## config.mk

```make
export PLATFORM = sky130hd
export DESIGN_NAME = edid_multiport_buf
export DESIGN_NICKNAME = d
export VERILOG_FILES = /design/src/rtl/edid_buf_pkg.sv /design/src/rtl/edid_ctrl_regs.sv /design/src/rtl/edid_image_ram.sv /design/src/rtl/edid_port_lane.sv /design/src/rtl/edid_multiport_buf.sv
export SDC_FILE = /design/constraint.sdc
export NUM_CORES = 2
export LEC_CHECK = 0
export CELL_PAD_IN_SITES_DETAIL_PLACEMENT = 1
export CELL_PAD_IN_SITES_GLOBAL_PLACEMENT = 1
export CORE_MARGIN = 4
export CORE_UTILIZATION = 58
export CTS_BUF_LIST = sky130_fd_sc_hd__clkbuf_8
export DETAILED_ROUTE_END_ITERATION = 8
export DONT_BUFFER_PORTS = 1
export HOLD_SLACK_MARGIN = 0.03
export PLACE_DENSITY = 0.94
export SLEW_MARGIN = 20
export SYNTH_ARGS = -nofsm -noshare
export SYNTH_HDL_FRONTEND = slang
export SYNTH_SLANG_ARGS = --single-unit
```

## constraint.sdc

```tcl
create_clock -name clk -period 3.82 [get_ports clk]
set_input_delay 0.764 -clock clk [delete_from_list [all_inputs] [get_ports clk]]
set_output_delay 0.764 -clock clk [all_outputs]
set_load 0.02 [all_outputs]
```

## src/rtl/edid_buf_pkg.sv

```systemverilog
package edid_buf_pkg;
  typedef logic [7:0] byte_t;

  localparam byte_t IDLE_BYTE    = 8'hFF;
  localparam int    CTRL_REG     = 'h10;
  localparam int    PATCH_FIELDS = 3;

  typedef struct packed {
    byte_t pa_hi;
    byte_t pa_lo;
    byte_t cks;
  } sw_patch_t;
endpackage

```

## src/rtl/edid_ctrl_regs.sv

```systemverilog
module edid_ctrl_regs
  import edid_buf_pkg::*;
#(
  parameter int NUM_PORTS = 3,
  parameter int ADDR_W    = 8
) (
  input  logic              clk,
  input  logic              rst_n,
  input  logic              wr_en,
  input  logic [ADDR_W-1:0] wr_addr,
  input  byte_t             wr_data,
  output logic              ready,
  output logic              sw_mode,
  output logic [ADDR_W-1:0] pa_off,
  output sw_patch_t         sw_tab [NUM_PORTS]
);
  localparam int OFF_REG = CTRL_REG + 1 + PATCH_FIELDS * (NUM_PORTS - 1);

  byte_t             ctrl_q, ctrl_d;
  logic [ADDR_W-1:0] off_q, off_d;
  sw_patch_t         tab_q [NUM_PORTS];
  sw_patch_t         tab_d [NUM_PORTS];

  always_comb begin
    ctrl_d = ctrl_q;
    off_d  = off_q;
    for (int k = 0; k < NUM_PORTS; k++) tab_d[k] = tab_q[k];
    if (wr_en) begin
      if (wr_addr == ADDR_W'(CTRL_REG)) ctrl_d = wr_data;
      if (wr_addr == ADDR_W'(OFF_REG))  off_d  = ADDR_W'(wr_data);
      for (int k = 1; k < NUM_PORTS; k++) begin
        if (wr_addr == ADDR_W'(CTRL_REG + 1 + PATCH_FIELDS * (k - 1)))
          tab_d[k].pa_hi = wr_data;
        if (wr_addr == ADDR_W'(CTRL_REG + 2 + PATCH_FIELDS * (k - 1)))
          tab_d[k].pa_lo = wr_data;
        if (wr_addr == ADDR_W'(CTRL_REG + 3 + PATCH_FIELDS * (k - 1)))
          tab_d[k].cks   = wr_data;
      end
    end
  end

  always_ff @(posedge clk or negedge rst_n) begin
    if (!rst_n) begin
      ctrl_q <= '0;
      off_q  <= '0;
      for (int k = 0; k < NUM_PORTS; k++) tab_q[k] <= '0;
    end else if (wr_en) begin
      ctrl_q <= ctrl_d;
      off_q  <= off_d;
      for (int k = 0; k < NUM_PORTS; k++) tab_q[k] <= tab_d[k];
    end
  end

  assign ready   = ctrl_q[2] & ctrl_q[1];
  assign sw_mode = ctrl_q[0];
  assign pa_off  = off_q;
  always_comb for (int k = 0; k < NUM_PORTS; k++) sw_tab[k] = tab_q[k];

  // the ready-with-software code takes effect on the next clock
  a_r4_ready_code: assert property (@(posedge clk) disable iff (!rst_n)
    (wr_en && wr_addr == ADDR_W'(CTRL_REG) && wr_data == 8'h07) |=> (ready && sw_mode));

  // the offset register only moves on a host write
  a_r9_off_hold: assert property (@(posedge clk) disable iff (!rst_n)
    !wr_en |=> $stable(pa_off));
endmodule

```

## src/rtl/edid_image_ram.sv

```systemverilog
module edid_image_ram
  import edid_buf_pkg::*;
#(
  parameter int NUM_PORTS = 3,
  parameter int ADDR_W    = 8
) (
  input  logic              clk,
  input  logic              rst_n,
  input  logic              wr_en,
  input  logic              lock,
  input  logic [ADDR_W-1:0] wr_addr,
  input  byte_t             wr_data,
  input  logic [ADDR_W-1:0] rd_addr [NUM_PORTS],
  input  logic [ADDR_W-1:0] pa_off,
  output byte_t             rd_byte [NUM_PORTS],
  output byte_t             pa0_byte,
  output byte_t             pa1_byte,
  output byte_t             cks_byte
);
  localparam int DEPTH = 1 << ADDR_W;
  localparam logic [ADDR_W-1:0] CKS_ADDR = {ADDR_W{1'b1}};

  byte_t mem [DEPTH];
  logic  mem_we;

  assign mem_we = wr_en & ~lock;

  always_ff @(posedge clk) begin
    if (mem_we) mem[wr_addr] <= wr_data;
  end

  for (genvar p = 0; p < NUM_PORTS; p++) begin : g_rd
    assign rd_byte[p] = mem[rd_addr[p]];
  end

  assign pa0_byte = mem[pa_off];
  assign pa1_byte = mem[ADDR_W'(pa_off + 1'b1)];
  assign cks_byte = mem[CKS_ADDR];

  // while locked, the stored checksum byte cannot change
  a_r8_locked_stable: assert property (@(posedge clk) disable iff (!rst_n)
    lock |=> $stable(cks_byte));
endmodule

```

## src/rtl/edid_port_lane.sv

```systemverilog
module edid_port_lane
  import edid_buf_pkg::*;
#(
  parameter int PORT_IDX = 0,
  parameter int ADDR_W   = 8
) (
  input  logic              clk,
  input  logic              rst_n,
  input  logic              ready,
  input  logic              sw_mode,
  input  logic [ADDR_W-1:0] rd_addr,
  input  byte_t             raw_byte,
  input  logic [ADDR_W-1:0] pa_off,
  input  byte_t             pa0_st,
  input  byte_t             pa1_st,
  input  byte_t             cks_st,
  input  sw_patch_t         sw_val,
  output byte_t             rd_data
);
  localparam logic              IS_BASE  = (PORT_IDX == 0);
  localparam logic [3:0]        STEP     = 4'(PORT_IDX);
  localparam logic [ADDR_W-1:0] CKS_ADDR = {ADDR_W{1'b1}};

  byte_t hw_pa0, hw_pa1, hw_cks, pat, data_d, data_q;

  assign hw_pa0 = {pa0_st[7:4] + STEP, pa0_st[3:0]};
  assign hw_pa1 = pa1_st;
  assign hw_cks = cks_st - (hw_pa0 - pa0_st) - (hw_pa1 - pa1_st);

  always_comb begin
    pat = raw_byte;
    if (rd_addr == pa_off)
      pat = sw_mode ? sw_val.pa_hi : hw_pa0;
    else if (rd_addr == ADDR_W'(pa_off + 1'b1))
      pat = sw_mode ? sw_val.pa_lo : hw_pa1;
    else if (rd_addr == CKS_ADDR)
      pat = sw_mode ? sw_val.cks : hw_cks;
    if (!ready)       data_d = IDLE_BYTE;
    else if (IS_BASE) data_d = raw_byte;
    else              data_d = pat;
  end

  always_ff @(posedge clk or negedge rst_n) begin
    if (!rst_n) data_q <= IDLE_BYTE;
    else        data_q <= data_d;
  end

  assign rd_data = data_q;

  // not ready means the idle pattern on the following clock
  a_r4_idle_ff: assert property (@(posedge clk) disable iff (!rst_n)
    !ready |=> (rd_data == IDLE_BYTE));

  // the base port passes stored bytes through after one clock
  a_r1_base_pass: assert property (@(posedge clk) disable iff (!rst_n)
    (ready && IS_BASE) |=> (rd_data == $past(raw_byte)));

  // hardware patching keeps the three-byte sum unchanged
  a_r3_cks_balance: assert property (@(posedge clk) disable iff (!rst_n)
    (ready && !sw_mode) |-> (8'(hw_pa0 + hw_pa1 + hw_cks) == 8'(pa0_st + pa1_st + cks_st)));

  // the leading digit moves by the port step and nothing else changes
  a_r2_lead_digit: assert property (@(posedge clk) disable iff (!rst_n)
    (ready && !sw_mode) |-> (byte_t'(hw_pa0 - pa0_st) == {STEP, 4'h0} && hw_pa1 == pa1_st));
endmodule

```

## src/rtl/edid_multiport_buf.sv

```systemverilog
module edid_multiport_buf
  import edid_buf_pkg::*;
#(
  parameter int NUM_PORTS = 3,
  parameter int ADDR_W    = 8
) (
  input  logic                       clk,
  input  logic                       rst_n,
  input  logic                       host_we,
  input  logic                       host_reg,
  input  logic [ADDR_W-1:0]          host_addr,
  input  logic [7:0]                 host_wdata,
  input  logic [NUM_PORTS*ADDR_W-1:0] port_addr,
  output logic [NUM_PORTS*8-1:0]     port_data,
  output logic                       not_ready
);
  logic              rst_s1, rst_sync_n;
  logic              ready, sw_mode;
  logic [ADDR_W-1:0] pa_off;
  sw_patch_t         sw_tab [NUM_PORTS];
  logic [ADDR_W-1:0] rd_addr [NUM_PORTS];
  byte_t             rd_byte [NUM_PORTS];
  byte_t             pa0_byte, pa1_byte, cks_byte;

  always_ff @(posedge clk or negedge rst_n) begin
    if (!rst_n) begin
      rst_s1     <= 1'b0;
      rst_sync_n <= 1'b0;
    end else begin
      rst_s1     <= 1'b1;
      rst_sync_n <= rst_s1;
    end
  end

  edid_ctrl_regs #(.NUM_PORTS(NUM_PORTS), .ADDR_W(ADDR_W)) u_regs (
    .clk     (clk),
    .rst_n   (rst_sync_n),
    .wr_en   (host_we & host_reg),
    .wr_addr (host_addr),
    .wr_data (host_wdata),
    .ready   (ready),
    .sw_mode (sw_mode),
    .pa_off  (pa_off),
    .sw_tab  (sw_tab)
  );

  edid_image_ram #(.NUM_PORTS(NUM_PORTS), .ADDR_W(ADDR_W)) u_ram (
    .clk      (clk),
    .rst_n    (rst_sync_n),
    .wr_en    (host_we & ~host_reg),
    .lock     (ready),
    .wr_addr  (host_addr),
    .wr_data  (host_wdata),
    .rd_addr  (rd_addr),
    .pa_off   (pa_off),
    .rd_byte  (rd_byte),
    .pa0_byte (pa0_byte),
    .pa1_byte (pa1_byte),
    .cks_byte (cks_byte)
  );

  for (genvar p = 0; p < NUM_PORTS; p++) begin : g_lane
    assign rd_addr[p] = port_addr[p*ADDR_W +: ADDR_W];

    edid_port_lane #(.PORT_IDX(p), .ADDR_W(ADDR_W)) u_lane (
      .clk      (clk),
      .rst_n    (rst_sync_n),
      .ready    (ready),
      .sw_mode  (sw_mode),
      .rd_addr  (rd_addr[p]),
      .raw_byte (rd_byte[p]),
      .pa_off   (pa_off),
      .pa0_st   (pa0_byte),
      .pa1_st   (pa1_byte),
      .cks_st   (cks_byte),
      .sw_val   (sw_tab[p]),
      .rd_data  (port_data[p*8 +: 8])
    );
  end

  assign not_ready = ~ready;
endmodule

```

==> out/qor.csv, run 1 <==
stage;metric;value;unit
place;portBuffers;0;
clock_network;cts_buffers;374;
yosys;syn_nets;7695;
clock_network;cts_num_sinks;2133;
yosys;synth_edf_count;2048;
yosys;syn_inst;7634;
floorplan;rows;185;
clock_network;h-tree-depth;5;
yosys;synth_flop_cell;edfxtp_1;
global_route;grt_pass1_wl;1590000;microns
yosys;yosysMostFrequentCell;mux4_2;
global_route;grtUsageTotal;87.9;%
run_status;lastStage;global routing;
run_status;outcome;stopped before the end;
yosys;syn_area_per_cell;19.5;sq um
yosys;yosys_warnings;0;
yosys;synth.distinct_cells;75;
yosys;ys_seq_elements;2133;
yosys;ys_top_cells_by_count;3211 x mux4_2, 2048 x edfxtp_1, 346 x clkbuf_1;
global_route;grt_pass1_vias;163000;
yosys;synth_area_leaders;mux4_2 49%, edfxtp_1 41%, dfrtp_1 1.0%;
floorplan;start_util;58.5;%
place;place_hpwl;512000;microns
global_route;overflow;3424;
yosys;synth_area;149000;sq um
floorplan;ios;69;
clock_network;root_buffer;clkbuf_8;
place;gp_congestion;1.15;
run_status;error;[ERROR GRT-0116] Global routing finished with congestion. Check the congestion regions in the DRC Viewer.;
yosys;yosysTopAreaCellShare;48.5;%
yosys;async_flop_share;3.98;%
global_route;grt_max_degree;522;
clock_network;cts.path.max_buffers;4;
floorplan;die_x;515;microns
yosys;ys_seq_area_share;42.7;%
floorplan;dieHeight;515;microns
yosys;yosys.area.top_type;mux4_2;
## per-layer routing
layer | overflow | GRT usage (%)
met1 | 579 | 85.1
met2 | 1315 | 95.6
met3 | 544 | 84.8
met4 | 918 | 84.5
met5 | 68 | 79.6
## through the flow
step	setup WS, ns	cell area [sq um]	util, %	hold slack [ns]	instances
4_1_cts	-1.73	175000	68.5	0.0315	12700
3_5_place_dp	-2.33	164000	64.5	0.350	12000
3_3_place_gp	-2.14	164000	64.5	0.346	12000
2_1_floorplan	-1.22	150000	-	0.331	7634
## cell families after synthesis
family,count (synthesis),share of synthesized area (%)
mux,3441,50.2
flops,2133,42.7
buf+inv,879,2.73
simple gates,767,2.28
compound gates,341,1.61
xor+xnor,55,0.338
fa+ha+maj,17,0.163
other cells,1,0.00252
## what timing repair did
item	CTS
cloned	19
pin swaps	30
gates resized for setup	259
endpoints found under the hold margin	1039
hold buffers	28
setup endpoints to repair	16
setup buffers	65
==> inputs of run 2 (changes only) <==
--- a/config.mk
+++ b/config.mk
@@ -5,15 +5,11 @@
 export SDC_FILE = /design/constraint.sdc
 export NUM_CORES = 2
 export LEC_CHECK = 0
-export CELL_PAD_IN_SITES_DETAIL_PLACEMENT = 1
-export CELL_PAD_IN_SITES_GLOBAL_PLACEMENT = 1
 export CORE_MARGIN = 4
-export CORE_UTILIZATION = 58
-export CTS_BUF_LIST = sky130_fd_sc_hd__clkbuf_8
+export CORE_UTILIZATION = 40
 export DETAILED_ROUTE_END_ITERATION = 8
 export DONT_BUFFER_PORTS = 1
-export HOLD_SLACK_MARGIN = 0.03
-export PLACE_DENSITY = 0.94
+export PLACE_DENSITY_LB_ADDON = 0.15
 export SLEW_MARGIN = 20
 export SYNTH_ARGS = -nofsm -noshare
 export SYNTH_HDL_FRONTEND = slang
==> out/qor.csv, run 2 <==
stage;metric;value;unit
clock_network;h-tree-depth;5;
power;irDropWorstVdd;0.317;mV
global_route;overflow;0;
worst_hold_path;worstHoldPathType;in2reg;
place;portBuffers;0;
sta;fin_ws;-1.53;ns
yosys;yosysTopAreaCellShare;48.5;%
clock_network;root_buffer;clkbuf_16;
detailed_routing;dr.pass1.iters;5;
global_route;use_met1;47.6;%
floorplan;rows;223;
clock_network;cts.path.max_buffers;4;
detailed_routing;viasPerCell;7.55;
yosys;yosysMostFrequentCell;mux4_2;
sta;timing.slew.headroom;3.77;%
global_route;grtUsageMet2;52.6;%
setup_path;cpMaxStageDelayCell;mux4_2;
setup_path;cpPeakStageDelay;0.57;ns
clock_network;cts_num_sinks;2133;
sta;fin_setup_tns;-21.22;ns
yosys;synth_area;149000;sq um
place;place_hpwl;459000;microns
global_route;top_usage_layer;met2;
global_route;grt_max_degree;522;
finish;nNetsFinal;9171;
floorplan;core_area;370000;sq um
finish;largest-register;u_ram.mem;
finish;finalNonFillerCells;14400;
sta;fin_skew;0.0451;ns
finish;final_cell_mix;3211 x mux4_2, 2048 x edfxtp_1, 1793 x buf_4;
finish;area_growth;20.7;%
setup_path;cp.arrival;6.17;ns
floorplan;dieHeight;618;microns
detailed_routing;via_count;108000;
power;power;64.8;mW
yosys;ys_top_cells_by_count;3211 x mux4_2, 2048 x edfxtp_1, 346 x clkbuf_1;
yosys;yosys_warnings;0;
global_route;grt_pass1_wl;951000;microns
clock_network;cts_buffers;265;
yosys;synth_flop_cell;edfxtp_1;
yosys;syn_nets;7695;
global_route;gr-usage-met3;13.1;%
yosys;ys_seq_elements;2133;
yosys;synth.distinct_cells;75;
finish;largest_register_ffs;2048;
detailed_routing;drc;0;
global_route;antenna_found_initial;81;
setup_path;start_kind;register;
setup_path;crit_fanout;6;
sta;setup_viol;16;
run_status;outcome;finished, violations left;
yosys;synth_area_leaders;mux4_2 49%, edfxtp_1 41%, dfrtp_1 1.0%;
sta;fmax;0.187;GHz
power;leakage;60.0;nW
clock_network;tritoncts;done;
sta;fin_crit_sh;140;%
yosys;ys_seq_area_share;42.7;%
yosys;syn_inst;7634;
yosys;yosys.area.top_type;mux4_2;
setup_path;crit_required;4.64;ns
floorplan;die_x;618;microns
floorplan;ios;69;
sta;period_minus_slack;5.35;ns
yosys;synth_edf_count;2048;
clock_network;clk_latency;0.93;ns
floorplan;die-area;382000;sq um
sta;rsz0062_at_grt;yes;
detailed_routing;wl;718000;microns
detailed_routing;postRouteAntennaNets;0;
setup_path;crit_type;reg2reg;
global_route;grtUsageTotal;36.9;%
global_route;grt_pass1_vias;103000;
setup_path;endpoint_kind;register;
place;gp_congestion;0.998;
yosys;syn_area_per_cell;19.5;sq um
place;post-place-cells;13700;
finish;drive_gt1_share;63.3;%
detailed_routing;wire_per_inst;50.0;microns
sta;maxSlewViolCount;0;
sta;tightest_slew;1.44;ns
finish;final_common_cell;mux4_2;
sta;finalHoldViolations;0;
detailed_routing;drtIter0Drc;18600;
run_status;violations;negative setup slack;
yosys;async_flop_share;3.98;%
power;power_density;360;nW/um^2
finish;utilization;48.6;%
clock_network;clk_pin_slew;0.06;ns
floorplan;start_util;40.3;%
flow_run;maxCapViolations;0;
run 2: cell counts after synthesis:
No cell type changed its count.
run 2: per-layer routing:
layer  share of wire (%)  routed length [microns]
met1                  34                   247000
met2                  43                   311000
met3                  14                   101000
met4                 8.3                    59300
met5               0.041                      291
run 2: cell families (layout without fill, tap and decap cells):
family,count (synthesis),count (layout),synth area share [%]
DFF,2133,2133,42.7
and+or+nand+nor,767,767,2.28
adders and majority gates,17,17,0.163
other,1,92,0.00252
muxes,3441,3441,50.2
buffers and inverters,879,2566,2.73
AOI/OAI and AO/OA,341,341,1.61
xor gates and xnor gates,55,55,0.338
run 2: metrics by stage:
step / area (sq um) / hold WS (ns) / setup slack, ns
final: 180000 / 0.0290 / -1.53
after global routing: 180000 / 0.0111 / -1.61
after CTS: 178000 / 0.0184 / -1.53
after detailed placement: 168000 / 0.345 / -1.78
after global placement: 168000 / 0.347 / -1.89
after floorplan: 150000 / 0.331 / -1.22
run 2: final cells by class:
class | instances | area [sq um]
Antenna cell | 91 | 228
Fill cell | 30600 | 190000
Multi-Input combinational cell | 4622 | 82000
Timing Repair Buffer | 2061 | 19100
Tap cell | 4950 | 6190
Clock buffer | 328 | 7170
Inverter | 27 | 116
Clock inverter | 150 | 1350
Sequential cell | 2133 | 63700
run 2: worst paths after layout:
path / end / slack (ns) / cells after the start / start
max: g_lane[1].u_lane.rd_data[5]$_DFF_PN1_ / -1.53 / 25 / u_regs.pa_off[0]$_DFFE_PN0P_
min: u_ram.mem[236][1]$_DFFE_PP_ / 0.03 / 0 / host_wdata[1]
max reg2reg: g_lane[1].u_lane.rd_data[5]$_DFF_PN1_ / -1.53 / 25 / u_regs.pa_off[0]$_DFFE_PN0P_
min reg2reg: rst_sync_n$_DFF_PN0_ / 0.36 / 0 / rst_s1$_DFF_PN0_
max in group asynchronous: g_lane[1].u_lane.rd_data[5]$_DFF_PN1_ / 2.48 / 1 / rst_sync_n$_DFF_PN0_
min in group asynchronous: rst_sync_n$_DFF_PN0_ / 0.09 / 1 / rst_n
run 2: power by group:
group	internal (mW)	total (mW)	switching, mW	leakage [nW]
Sequential	25.7	25.7	0.0638	19.5
Combinational	6.25	13.5	7.26	36.3
Clock	14.7	25.5	10.8	4.16
Total	46.7	64.8	18.1	60.0
run 2: what timing repair did:
item                       in CTS  in global routing
hold endpoints to repair       90                 59
gates cloned                   12                 10
setup endpoints to repair      16                 24
pin swaps                      31                 39
setup buffers                  64                 11
hold buffers                    5                  5
gates resized for setup       147                 40
run 2: critical path: cells and delay by family, from the launching register on:
| family | cells | cell delay, ns |
|---|---|---|
| AO/OA/AOI/OAI | 7 | 1.29 |
| XOR/XNOR | 1 | 0.13 |
| adder cells (fa/ha/maj) | 2 | 0.59 |
| buffers and inverters | 9 | 1.18 |
| flip-flops | 1 | 0.50 |
| multiplexers | 2 | 1.01 |
| AND/OR/NAND/NOR | 4 | 0.46 |
Note: power is estimated with default switching activity, not from simulation.
